**config.mk**
```make
export PLATFORM = sky130hd
export DESIGN_NAME = bus_beat_responder
export DESIGN_NICKNAME = d
export VERILOG_FILES = /design/src/rtl/bbr_pkg.sv /design/src/rtl/bbr_req_fifo.sv /design/src/rtl/bbr_beat_seq.sv /design/src/rtl/bbr_data_pipe.sv /design/src/rtl/bus_beat_responder.sv
export SDC_FILE = /design/constraint.sdc
export NUM_CORES = 1
export LEC_CHECK = 0
export BUFFER_PORTS_ARGS = -buffer_cell sky130_fd_sc_hd__clkbuf_2
export CORE_MARGIN = 10
export CORE_UTILIZATION = 30
export DETAILED_ROUTE_END_ITERATION = 16
export HOLD_SLACK_MARGIN = 0.06
export PLACE_DENSITY = 0.55
export SKIP_LAST_GASP = 1
export SLEW_MARGIN = 0
export SYNTH_ARGS = -nofsm -noshare
export SYNTH_HDL_FRONTEND = slang
export SYNTH_SLANG_ARGS = --single-unit
```
**constraint.sdc**
```tcl
create_clock -name clk -period 11.85 [get_ports clk]
set_clock_uncertainty 0.2 [all_clocks]
set_input_delay 1.185 -clock clk [delete_from_list [all_inputs] [get_ports clk]]
set_output_delay 1.185 -clock clk [all_outputs]
set_load 0.03 [all_outputs]
```
**src/rtl/bbr_pkg.sv**
```systemverilog
package bbr_pkg;

  // Sequencer view of the cycle it is presenting on the bus
  typedef enum logic [1:0] {
    SQ_IDLE  = 2'd0,
    SQ_BEAT  = 2'd1,
    SQ_ABORT = 2'd2
  } seq_state_e;

  // Beats in one line transfer on the 64-bit bus
  localparam int unsigned LINE_BEATS = 4;

endpackage

```
**src/rtl/bbr_req_fifo.sv**
```systemverilog
module bbr_req_fifo #(
  parameter int unsigned W     = 8,
  parameter int unsigned DEPTH = 4
) (
  input  logic         clk,
  input  logic         rst_n,
  input  logic         push,
  input  logic [W-1:0] din,
  output logic         full,
  input  logic         pop,
  output logic [W-1:0] dout,
  output logic         empty
);
  localparam int unsigned PTR_W = (DEPTH > 1) ? $clog2(DEPTH) : 1;
  localparam int unsigned CNT_W = $clog2(DEPTH + 1);

  logic [W-1:0]     slots [DEPTH];
  logic [PTR_W-1:0] wr_ptr, rd_ptr;
  logic [CNT_W-1:0] count;
  logic             push_ok, pop_ok;

  assign full    = (count == CNT_W'(DEPTH));
  assign empty   = (count == '0);
  assign push_ok = push && !full;
  assign pop_ok  = pop && !empty;
  assign dout    = slots[rd_ptr];

  function automatic logic [PTR_W-1:0] bump(input logic [PTR_W-1:0] p);
    return (p == PTR_W'(DEPTH - 1)) ? '0 : p + 1'b1;
  endfunction

  always_ff @(posedge clk) begin
    if (!rst_n) begin
      wr_ptr <= '0;
      rd_ptr <= '0;
      count  <= '0;
    end else begin
      if (push_ok) wr_ptr <= bump(wr_ptr);
      if (pop_ok)  rd_ptr <= bump(rd_ptr);
      case ({push_ok, pop_ok})
        2'b10:   count <= count + 1'b1;
        2'b01:   count <= count - 1'b1;
        default: count <= count;
      endcase
    end
  end

  always_ff @(posedge clk) begin
    if (push_ok) slots[wr_ptr] <= din;
  end

endmodule

```
**src/rtl/bbr_beat_seq.sv**
```systemverilog
module bbr_beat_seq
  import bbr_pkg::*;
#(
  parameter int unsigned ADDR_W = 4,
  parameter int unsigned BEATS  = LINE_BEATS,
  parameter int unsigned BEAT_W = (BEATS > 1) ? $clog2(BEATS) : 1
) (
  input  logic              clk,
  input  logic              rst_n,
  input  logic              head_valid,
  input  logic              head_write,
  input  logic              head_burst,
  input  logic [ADDR_W-1:0] head_addr,
  input  logic              head_abt_en,
  input  logic [BEAT_W-1:0] head_abt_beat,
  output logic              pop,
  output logic              dvalid,
  output logic              abort,
  output logic              beat_write,
  output logic [ADDR_W-1:0] beat_addr,
  output logic              beat_last
);
  seq_state_e        st, st_n;
  logic              c_write, c_burst, c_en;
  logic [ADDR_W-1:0] c_addr;
  logic [BEAT_W-1:0] c_abt, idx;
  logic              last_q;
  logic [ADDR_W-1:0] addr_q;

  logic              more, load, present;
  logic              n_write, n_burst, n_en, n_abort, n_last;
  logic [ADDR_W-1:0] n_addr;
  logic [BEAT_W-1:0] n_abt, n_idx, last_idx, abt_idx;

  always_comb begin
    // Continue a burst only after a normal, non-final beat
    more    = (st == SQ_BEAT) && !last_q;
    // The cycle after an abort beat is always left empty
    load    = (st != SQ_ABORT) && !more && head_valid;
    present = load || more;
    pop     = load;

    n_write = load ? head_write    : c_write;
    n_burst = load ? head_burst    : c_burst;
    n_addr  = load ? head_addr     : c_addr;
    n_en    = load ? head_abt_en   : c_en;
    n_abt   = load ? head_abt_beat : c_abt;
    n_idx   = load ? '0            : idx + 1'b1;

    last_idx = n_burst ? BEAT_W'(BEATS - 1) : '0;
    abt_idx  = (n_abt > last_idx) ? last_idx : n_abt;
    n_abort  = n_en && (n_idx == abt_idx);
    n_last   = (n_idx == last_idx);

    if (!present)     st_n = SQ_IDLE;
    else if (n_abort) st_n = SQ_ABORT;
    else              st_n = SQ_BEAT;
  end

  always_ff @(posedge clk) begin
    if (!rst_n) begin
      st      <= SQ_IDLE;
      c_write <= 1'b0;
      c_burst <= 1'b0;
      c_addr  <= '0;
      c_en    <= 1'b0;
      c_abt   <= '0;
      idx     <= '0;
      last_q  <= 1'b0;
      addr_q  <= '0;
    end else begin
      st <= st_n;
      if (present) begin
        c_write <= n_write;
        c_burst <= n_burst;
        c_addr  <= n_addr;
        c_en    <= n_en;
        c_abt   <= n_abt;
        idx     <= n_idx;
        last_q  <= n_last;
        addr_q  <= n_addr + ADDR_W'(n_idx);
      end
    end
  end

  assign dvalid     = (st != SQ_IDLE);
  assign abort      = (st == SQ_ABORT);
  assign beat_write = c_write;
  assign beat_addr  = addr_q;
  assign beat_last  = last_q;

endmodule

```
**src/rtl/bbr_data_pipe.sv**
```systemverilog
module bbr_data_pipe #(
  parameter int unsigned DATA_W = 64,
  parameter int unsigned NREG   = 16,
  parameter int unsigned ADDR_W = $clog2(NREG),
  parameter int unsigned LAT    = 2,
  parameter int unsigned CHK_W  = DATA_W / 8
) (
  input  logic              clk,
  input  logic              rst_n,
  input  logic              dvalid,
  input  logic              abort,
  input  logic              beat_write,
  input  logic [ADDR_W-1:0] beat_addr,
  input  logic              beat_last,
  input  logic [DATA_W-1:0] bus_wr_data,
  output logic              rd_drive,
  output logic [DATA_W-1:0] rd_data,
  output logic [CHK_W-1:0]  rd_chk,
  output logic              done,
  output logic              done_aborted
);
  logic              pv  [LAT];
  logic              pa  [LAT];
  logic              pw  [LAT];
  logic              pl  [LAT];
  logic [ADDR_W-1:0] pad [LAT];

  // Delay line: stage LAT-1 is live in the data slot of its beat
  for (genvar g = 0; g < LAT; g++) begin : g_stage
    if (g == 0) begin : g_head
      always_ff @(posedge clk) begin
        if (!rst_n) begin
          pv[0] <= 1'b0;
          pa[0] <= 1'b0;
          pw[0] <= 1'b0;
          pl[0] <= 1'b0;
          pad[0] <= '0;
        end else begin
          pv[0] <= dvalid;
          pa[0] <= abort;
          pw[0] <= beat_write;
          pl[0] <= beat_last;
          pad[0] <= beat_addr;
        end
      end
    end else begin : g_body
      always_ff @(posedge clk) begin
        if (!rst_n) begin
          pv[g] <= 1'b0;
          pa[g] <= 1'b0;
          pw[g] <= 1'b0;
          pl[g] <= 1'b0;
          pad[g] <= '0;
        end else begin
          pv[g] <= pv[g-1];
          pa[g] <= pa[g-1];
          pw[g] <= pw[g-1];
          pl[g] <= pl[g-1];
          pad[g] <= pad[g-1];
        end
      end
    end
  end

  logic              tv, ta, tw, tl, good;
  logic [ADDR_W-1:0] tad;
  logic [DATA_W-1:0] regs [NREG];
  logic [DATA_W-1:0] word;
  logic [CHK_W-1:0]  par;

  assign tv  = pv[LAT-1];
  assign ta  = pa[LAT-1];
  assign tw  = pw[LAT-1];
  assign tl  = pl[LAT-1];
  assign tad = pad[LAT-1];

  assign word = regs[tad];

  always_comb begin
    for (int j = 0; j < int'(CHK_W); j++) par[j] = ^word[8*j +: 8];
  end

  assign rd_drive     = tv && !tw;
  assign good         = rd_drive && !ta;
  assign rd_data      = good ? word : '0;
  assign rd_chk       = good ? par  : '0;
  assign done         = tv && (tl || ta);
  assign done_aborted = tv && ta;

  // Aborted write slot carries no data from the bus: skip the capture
  always_ff @(posedge clk) begin
    if (!rst_n) begin
      for (int i = 0; i < int'(NREG); i++) regs[i] <= '0;
    end else if (tv && tw && !ta) begin
      regs[tad] <= bus_wr_data;
    end
  end

endmodule

```
**src/rtl/bus_beat_responder.sv**
```systemverilog
module bus_beat_responder
  import bbr_pkg::*;
#(
  parameter int unsigned DATA_W = 64,
  parameter int unsigned NREG   = 16,
  parameter int unsigned BEATS  = LINE_BEATS,
  parameter int unsigned DEPTH  = 4,
  parameter int unsigned ADDR_W = $clog2(NREG),
  parameter int unsigned BEAT_W = (BEATS > 1) ? $clog2(BEATS) : 1,
  parameter int unsigned CHK_W  = DATA_W / 8
) (
  input  logic              clk,
  input  logic              rst_n,
  input  logic              req_valid,
  output logic              req_ready,
  input  logic              req_write,
  input  logic              req_burst,
  input  logic [ADDR_W-1:0] req_addr,
  input  logic              req_abort_en,
  input  logic [BEAT_W-1:0] req_abort_beat,
  output logic              dvalid,
  output logic              abort,
  input  logic [DATA_W-1:0] bus_wr_data,
  output logic              rd_drive,
  output logic [DATA_W-1:0] rd_data,
  output logic [CHK_W-1:0]  rd_chk,
  output logic              done,
  output logic              done_aborted
);
  localparam int unsigned REQ_W = 3 + ADDR_W + BEAT_W;
  localparam int unsigned XFER_LAT = 2;

  logic [REQ_W-1:0]  q_in, q_out;
  logic              q_full, q_empty, q_pop;
  logic              h_write, h_burst, h_en;
  logic [ADDR_W-1:0] h_addr;
  logic [BEAT_W-1:0] h_abt;
  logic              beat_write, beat_last;
  logic [ADDR_W-1:0] beat_addr;

  assign q_in      = {req_write, req_burst, req_addr, req_abort_en, req_abort_beat};
  assign req_ready = !q_full;
  assign {h_write, h_burst, h_addr, h_en, h_abt} = q_out;

  bbr_req_fifo #(.W(REQ_W), .DEPTH(DEPTH)) u_queue (
    .clk   (clk),
    .rst_n (rst_n),
    .push  (req_valid),
    .din   (q_in),
    .full  (q_full),
    .pop   (q_pop),
    .dout  (q_out),
    .empty (q_empty)
  );

  bbr_beat_seq #(.ADDR_W(ADDR_W), .BEATS(BEATS), .BEAT_W(BEAT_W)) u_seq (
    .clk           (clk),
    .rst_n         (rst_n),
    .head_valid    (!q_empty),
    .head_write    (h_write),
    .head_burst    (h_burst),
    .head_addr     (h_addr),
    .head_abt_en   (h_en),
    .head_abt_beat (h_abt),
    .pop           (q_pop),
    .dvalid        (dvalid),
    .abort         (abort),
    .beat_write    (beat_write),
    .beat_addr     (beat_addr),
    .beat_last     (beat_last)
  );

  bbr_data_pipe #(
    .DATA_W(DATA_W), .NREG(NREG), .ADDR_W(ADDR_W), .LAT(XFER_LAT), .CHK_W(CHK_W)
  ) u_pipe (
    .clk          (clk),
    .rst_n        (rst_n),
    .dvalid       (dvalid),
    .abort        (abort),
    .beat_write   (beat_write),
    .beat_addr    (beat_addr),
    .beat_last    (beat_last),
    .bus_wr_data  (bus_wr_data),
    .rd_drive     (rd_drive),
    .rd_data      (rd_data),
    .rd_chk       (rd_chk),
    .done         (done),
    .done_aborted (done_aborted)
  );

endmodule

```
==> qor.yml, run 1 <==
status:
  outcome: "completed"
synth:
  ys_seq_elements: 1103
  syn_inst: 3164
  ys_warn_count: 0
  syn_area_um2: 49400
  avgSynthCellArea_um2: 15.6
  ys_seq_area_frac: 0.662
  synth_area_leader_cell: "edfxtp_1"
  synth_top_area_frac: 0.645
  syn_nets: 3250
  yosys-top-cells-area: "edfxtp_1 64%, and2_1 13%, mux4_2 12%, a22oi_1 1.9%, dfxtp_1 1.7%"
  synthDistinctLibCells: 39
hold_path:
  min_delay_path_depth: 1
  hold_class: "flip-flop to flip-flop"
finish:
  syn2layout_area_growth_pct: 13.8
  ff_latch_area_um2: 32700
  layout-drive-gt1-share: 0.206
  layout.cells.most_common_list: "1,060 x edfxtp_1, 1,049 x and2_1, 265 x mux4_2"
  fillCellCount: 15400
  multi_input_area_um2: 15800
  nets: 3314
  final_common_cell: "edfxtp_1"
timing:
  min_period_ns: 6.62
  fmax_mhz: 151
  finalHoldViolCount: 0
  fin_tns_setup_ns: 0
  max_slew.worst_pin.slew_ns: 1.19
  rsz0062_at_grt: "false"
  drv_slew: 0
  finalCritPeriodShare: 0.559
  setup_violations: 0
  slew_headroom: 0.209
route:
  drc: 0
  antenna_left: 0
  dr.pass1.iters: 7
  routedWlPerCell_um: 26.9
  vias: 26900
  viasPerCell: 4.89
  drt_iter0_drc: 2813
  wirelength_um: 148000
worst_setup_path:
  r2r_cells: 5
  start_kind: "flip-flop"
  crit_buf_inv: 3
  cp_slowest_cell: "buf_4"
  crit_top_cell: "xnor2_1"
  reg2reg_slack_ns: 7.13
  worst_ep_required_time_ns: 10.47
  crit_path_end_kind: "output pin"
  arrival_ns: 5.24
  crit_chain: "buf_12 -> buf_4 -> mux4_2 -> a22oi_1 -> nand2_1 -> xnor2_1 -> xnor2_1 -> xnor2_1 -> nor2_1 -> clkbuf_2"
  crit_cells: 10
  cp_max_fo: 131
  max_stage_delay_ns: 0.78
  path_class: "flip-flop to output pin"
  critPathTopFamily: "buffers and inverters"
power_and_ir_drop:
  p_per_area_nw_per_um2: 164
  leakage_nw: 19.7
  finalPower_w: 0.00923
  p_int_w: 0.00684
  clockPowerShare: 0.384
  swShare: 0.258
  p_comb_frac: 0.126
  p_switching_w: 0.00238
  ir_drop_mv: 0.124
  seqPwrFrac: 0.490
global_route:
  grt_max_degree: 132
  grt_pass1_vias: 27700
  overflow: 0
  grt_first_pass_wirelength_um: 210000
  antenna_found_initial: 31
  grt_usage: 0.160
clocking:
  cts_tree: "yes"
  clock-root-buffer: "clkbuf_16"
  cts_hold_buf: 0
  cts_sinks: 1103
  ctsLongestPathBuffers: 3
  post-cts-setup-buffer-count: 0
  clk_latency_ns: 0.74
  cts_made_buffers: 116
  clkTransAtPathRegs_ns: 0.06
  cts_resized: 0
  htree_num_levels: 3
place:
  portBuffers: 153
  place_hpwl_um: 76100
  routabilityCongestion: 0.715
floorplan:
  dieWidth_um: 426
  pin_count: 154
  dieArea_um2: 181000
  rows: 148
  die_h_um: 426
  start_util: 0.303
  core_um2: 163000
flow_run:
  drv_cap: 0
## kinds of logic after synthesis
kind of cell | after synthesis | synth area share
AO/OA/AOI/OAI | 225 | 0.0301
AND/OR/NAND/NOR | 1211 | 0.147
flip-flops | 1103 | 0.662
adder cells (fa/ha/maj) | 10 | 0.00284
multiplexers | 273 | 0.123
XOR/XNOR | 62 | 0.0110
buffers and inverters | 280 | 0.0241
## registers in the layout, indices dropped and copies added (netlist names), 2 cells and up, named ones only
name             count
u_pipe.pv            2
u_queue.rd_ptr       2
u_pipe.pa            2
u_seq.c_addr         4
u_pipe.pad           8
u_seq.c_abt          2
u_pipe.regs       1024
u_queue.wr_ptr       2
u_queue.slots       36
u_pipe.pw            2
u_seq.idx            2
u_pipe.pl            2
u_seq.st             2
u_seq.beat_addr      4
u_queue.count        3
## cell usage after synthesis, drive strengths merged
library cell,n
a21boi,7
nor2,30
nor2b,11
dfxtp,43
a21oi,66
a22oi,128
o211a,2
and4b,1
nand2,90
or3,1
clkbuf,228
xor2,5
nor3,7
inv,9
and2,1050
nand3,3
a311oi,1
o21a,2
a21o,1
buf,43
ha,8
o21ai,17
xnor2,57
edfxtp,1060
mux2i,5
mux2,3
mux4,265
or2,1
fa,2
nor4b,1
or3b,1
and3,5
nand2b,8
a31oi,1
nand3b,2
## layer usage
metal | GRT usage | wire length [µm]
met5 | 0 | 57
met4 | 0.0424 | 3320
met3 | 0.0252 | 9960
met2 | 0.277 | 74600
met1 | 0.208 | 60300
## power groups by stage
stage	Sequential (W)	Combinational, W	Clock [W]
after floorplan	0.00457	0.000834	0
after global placement	0.00460	0.00118	0
after detailed placement	0.00460	0.00118	0
after CTS	0.00452	0.00119	0.00361
after global routing	0.00453	0.00126	0.00376
final	0.00452	0.00117	0.00354
## final cells by class
class,instances,area share
Sequential cell,1103,0.582
Clock buffer,148,0.0544
Antenna cell,8,0.000356
Clock inverter,68,0.0104
Timing Repair Buffer,217,0.0226
Inverter,9,0.000601
Tap cell,2175,0.0484
Multi-Input combinational cell,1781,0.281
## through the flow
stage	hold WS, ns	setup WS [ns]	util	instance area [µm²]	cells
finish	0.227	5.23	0.344	56200	5509
global route	0.256	4.98	0.344	56200	5504
CTS	0.229	5.12	0.344	56200	5501
detailed placement	0.217	5.94	0.322	52500	5285
global placement	0.218	5.99	0.322	52500	5285
floorplan	0.212	4.86	-	49400	3164
## worst paths after layout
path                    startpoint                  to
setup / recovery  u_pipe.pad[1][1]           rd_chk[1]
hold / removal    u_pipe.pad[0][0]    u_pipe.pad[1][0]
setup reg to reg  u_pipe.pad[1][1]  u_pipe.regs[3][17]
hold reg to reg   u_pipe.pad[0][0]    u_pipe.pad[1][0]
No activity file was read; power rests on OpenSTA's default activity.
==> run 2, diff against run 1 <==
PLACE_DENSITY = 0.57   (was 0.55)
clock period = 5.8 ns   (was 11.85 ns; I/O delays follow)
==> run 2 against run 1 <==
Net effect:
- routed wire length fell by 1.0%
- worst hold slack got worse by 0.13 ns
- setup slack got worse by 4.5 ns
- register-to-register slack got worse by 5.2 ns
- clock-buffer cell count fell by 4
- clock power rose by 100%
- die area did not move
- sequential power rose by 100%
- sequential cell count did not move
- largest power group unchanged
==> qor.yml, run 2 (synthesis gave the netlist of run 1 again) <==
timing:
  finalCritPeriodShare: 0.874
  fin_ws_ns: 0.729
  fin_tns_setup_ns: 0
  max_slew.worst_pin.slew_ns: 1.26
  finalHoldViolCount: 0
  fmax_mhz: 197
  slew_headroom: 0.161
  min_period_ns: 5.07
  setup_violations: 0
  drv_slew: 0
  rsz0062_at_grt: "false"
global_route:
  grt_pass1_vias: 28600
  antenna_found_initial: 29
  grt_first_pass_wirelength_um: 211000
  grt_usage: 0.159
  grt_max_degree: 100
  overflow: 0
place:
  place_hpwl_um: 78400
  portBuffers: 153
  routabilityCongestion: 0.740
  pre_cts_slack_ns: 1.41
flow_run:
  drv_cap: 0
power_and_ir_drop:
  p_int_w: 0.0139
  p_switching_w: 0.00482
  p_comb_frac: 0.129
  p_per_area_nw_per_um2: 331
  leakage_nw: 19.9
  swShare: 0.257
  seqPwrFrac: 0.493
  ir_drop_mv: 0.257
  clockPowerShare: 0.378
worst_setup_path:
  start_kind: "flip-flop"
  crit_path_end_kind: "output pin"
  worst_ep_required_time_ns: 5.02
  max_stage_delay_ns: 0.97
  rr_endpoint: "u_pipe.regs[1][15]"
  crit_end: "rd_chk[5]"
  path_class: "flip-flop to output pin"
  crit_start: "u_pipe.pad[1][0]"
  cp_max_fo: 37
  crit_top_cell: "xnor2_1"
  cp_slowest_cell: "dfxtp_4"
  arrival_ns: 4.29
  r2r_start: "u_pipe.pad[1][0]"
  reg2reg_slack_ns: 1.95
  r2r_cells: 5
  crit_chain: "buf_4 -> mux4_2 -> a22oi_1 -> nand2_1 -> xnor2_1 -> xnor2_1 -> xnor2_1 -> nor2_1 -> clkbuf_2"
route:
  drc: 0
  antenna_left: 0
  wirelength_um: 147000
  routedWlPerCell_um: 26.5
  vias: 27400
  dr.pass1.iters: 5
  drt_iter0_drc: 3046
  viasPerCell: 4.96
finish:
  syn2layout_area_growth_pct: 14.7
  ff_latch_area_um2: 32700
  layout.cells.most_common_list: "1,060 x edfxtp_1, 1,049 x and2_1, 265 x mux4_2"
  layout-drive-gt1-share: 0.207
  largest_reg_flops: 1024
  fillCellCount: 15400
  reg.largest.list: "u_pipe.regs (1024), u_queue.slots (36), u_pipe.pad (8)"
  nets: 3339
  final_common_cell: "edfxtp_1"
  multi_input_area_um2: 15800
  regMostFlops: "u_pipe.regs"
clocking:
  clock-root-buffer: "clkbuf_16"
  htree_num_levels: 3
  cts_resized: 0
  cts_tree: "yes"
  cts_hold_buf: 10
  ctsLongestPathBuffers: 3
  clkTransAtPathRegs_ns: 0.06
  post-cts-setup-buffer-count: 0
  clk_latency_ns: 0.75
  cts_sinks: 1103
  cts_made_buffers: 115
floorplan:
  start_util: 0.303
  rows: 148
  dieWidth_um: 426
  die_h_um: 426
  dieArea_um2: 181000
  core_um2: 163000
  pin_count: 154
hold_path:
  min_from: "bus_wr_data[16]"
  hold_class: "input port to flip-flop"
status:
  outcome: "completed"
## run 2: cell types whose count changed in the layout (fill, tap and decap cells not counted), sizes merged
cell / previous run / this run
clkbuf: 301 / 297
clkinvlp: 5 / 1
bufinv: 6 / 4
buf: 64 / 80
dlygate4sd3: 0 / 10
clkinv: 52 / 55
## run 2: through the flow
step	power [W]	std cells	utilization	hold slack [ns]	cell area, µm²
3_3_place_gp	0.0118	5301	0.324	0.215	52900
3_5_place_dp	0.0118	5301	0.324	0.219	52900
4_1_cts	0.0189	5520	0.347	0.0605	56600
2_1_floorplan	0.0110	3164	-	0.212	49400
5_1_grt	0.0194	5527	0.347	0.112	56600
6_report	0.0187	5528	0.347	0.102	56600
## run 2: how the worst min path moves through the flow
stage	cells past startpoint	endpoint	slack [ns]
after floorplan	1	u_pipe.pa[1]	0.21
after detailed placement	1	u_pipe.pad[1][1]	0.22
final	2	u_pipe.regs[1][16]	0.10
after global placement	1	u_pipe.pa[1]	0.22
after global routing	2	u_pipe.regs[3][15]	0.11
after CTS	4	u_queue.wr_ptr[0]	0.06
## run 2: cell type report
type                       count  share of cell area
multi-input combinational   1781               0.279
antenna                        8            0.000354
clock inverter                65             0.00922
inverter                       9            0.000597
timing repair buffer         243              0.0314
clock buffer                 144              0.0537
tap                         2175              0.0481
sequential                  1103               0.578
## run 2: power groups by stage
stage / registers, W / logic (W) / clock network (W)
6_report: 0.00923 / 0.00241 / 0.00708
5_1_grt: 0.00927 / 0.00260 / 0.00754
4_1_cts: 0.00923 / 0.00244 / 0.00721
3_5_place_dp: 0.00940 / 0.00243 / 0
3_3_place_gp: 0.00939 / 0.00243 / 0
2_1_floorplan: 0.00933 / 0.00171 / 0
## run 2: per-layer routing
metal / vias to the layer above / part of all wire / routed length [µm] / GRT usage
li1: 11800 / - / - / -
met5: - / 0.00032 / 47 / 0
met3: 233 / 0.062 / 9060 / 0.0233
met2: 1036 / 0.50 / 74000 / 0.272
met1: 14300 / 0.41 / 59600 / 0.208
met4: 6 / 0.027 / 3990 / 0.0487
## run 2: critical path, delay by kind of cell, from the launching register on
kind                      cells  cell delay [ns]
xor gates and xnor gates      3             0.75
AOI/OAI and AO/OA             1             0.29
buffers and inverters         2             0.68
and+or+nand+nor               2             0.26
muxes                         1             0.56
DFF                           1             0.97
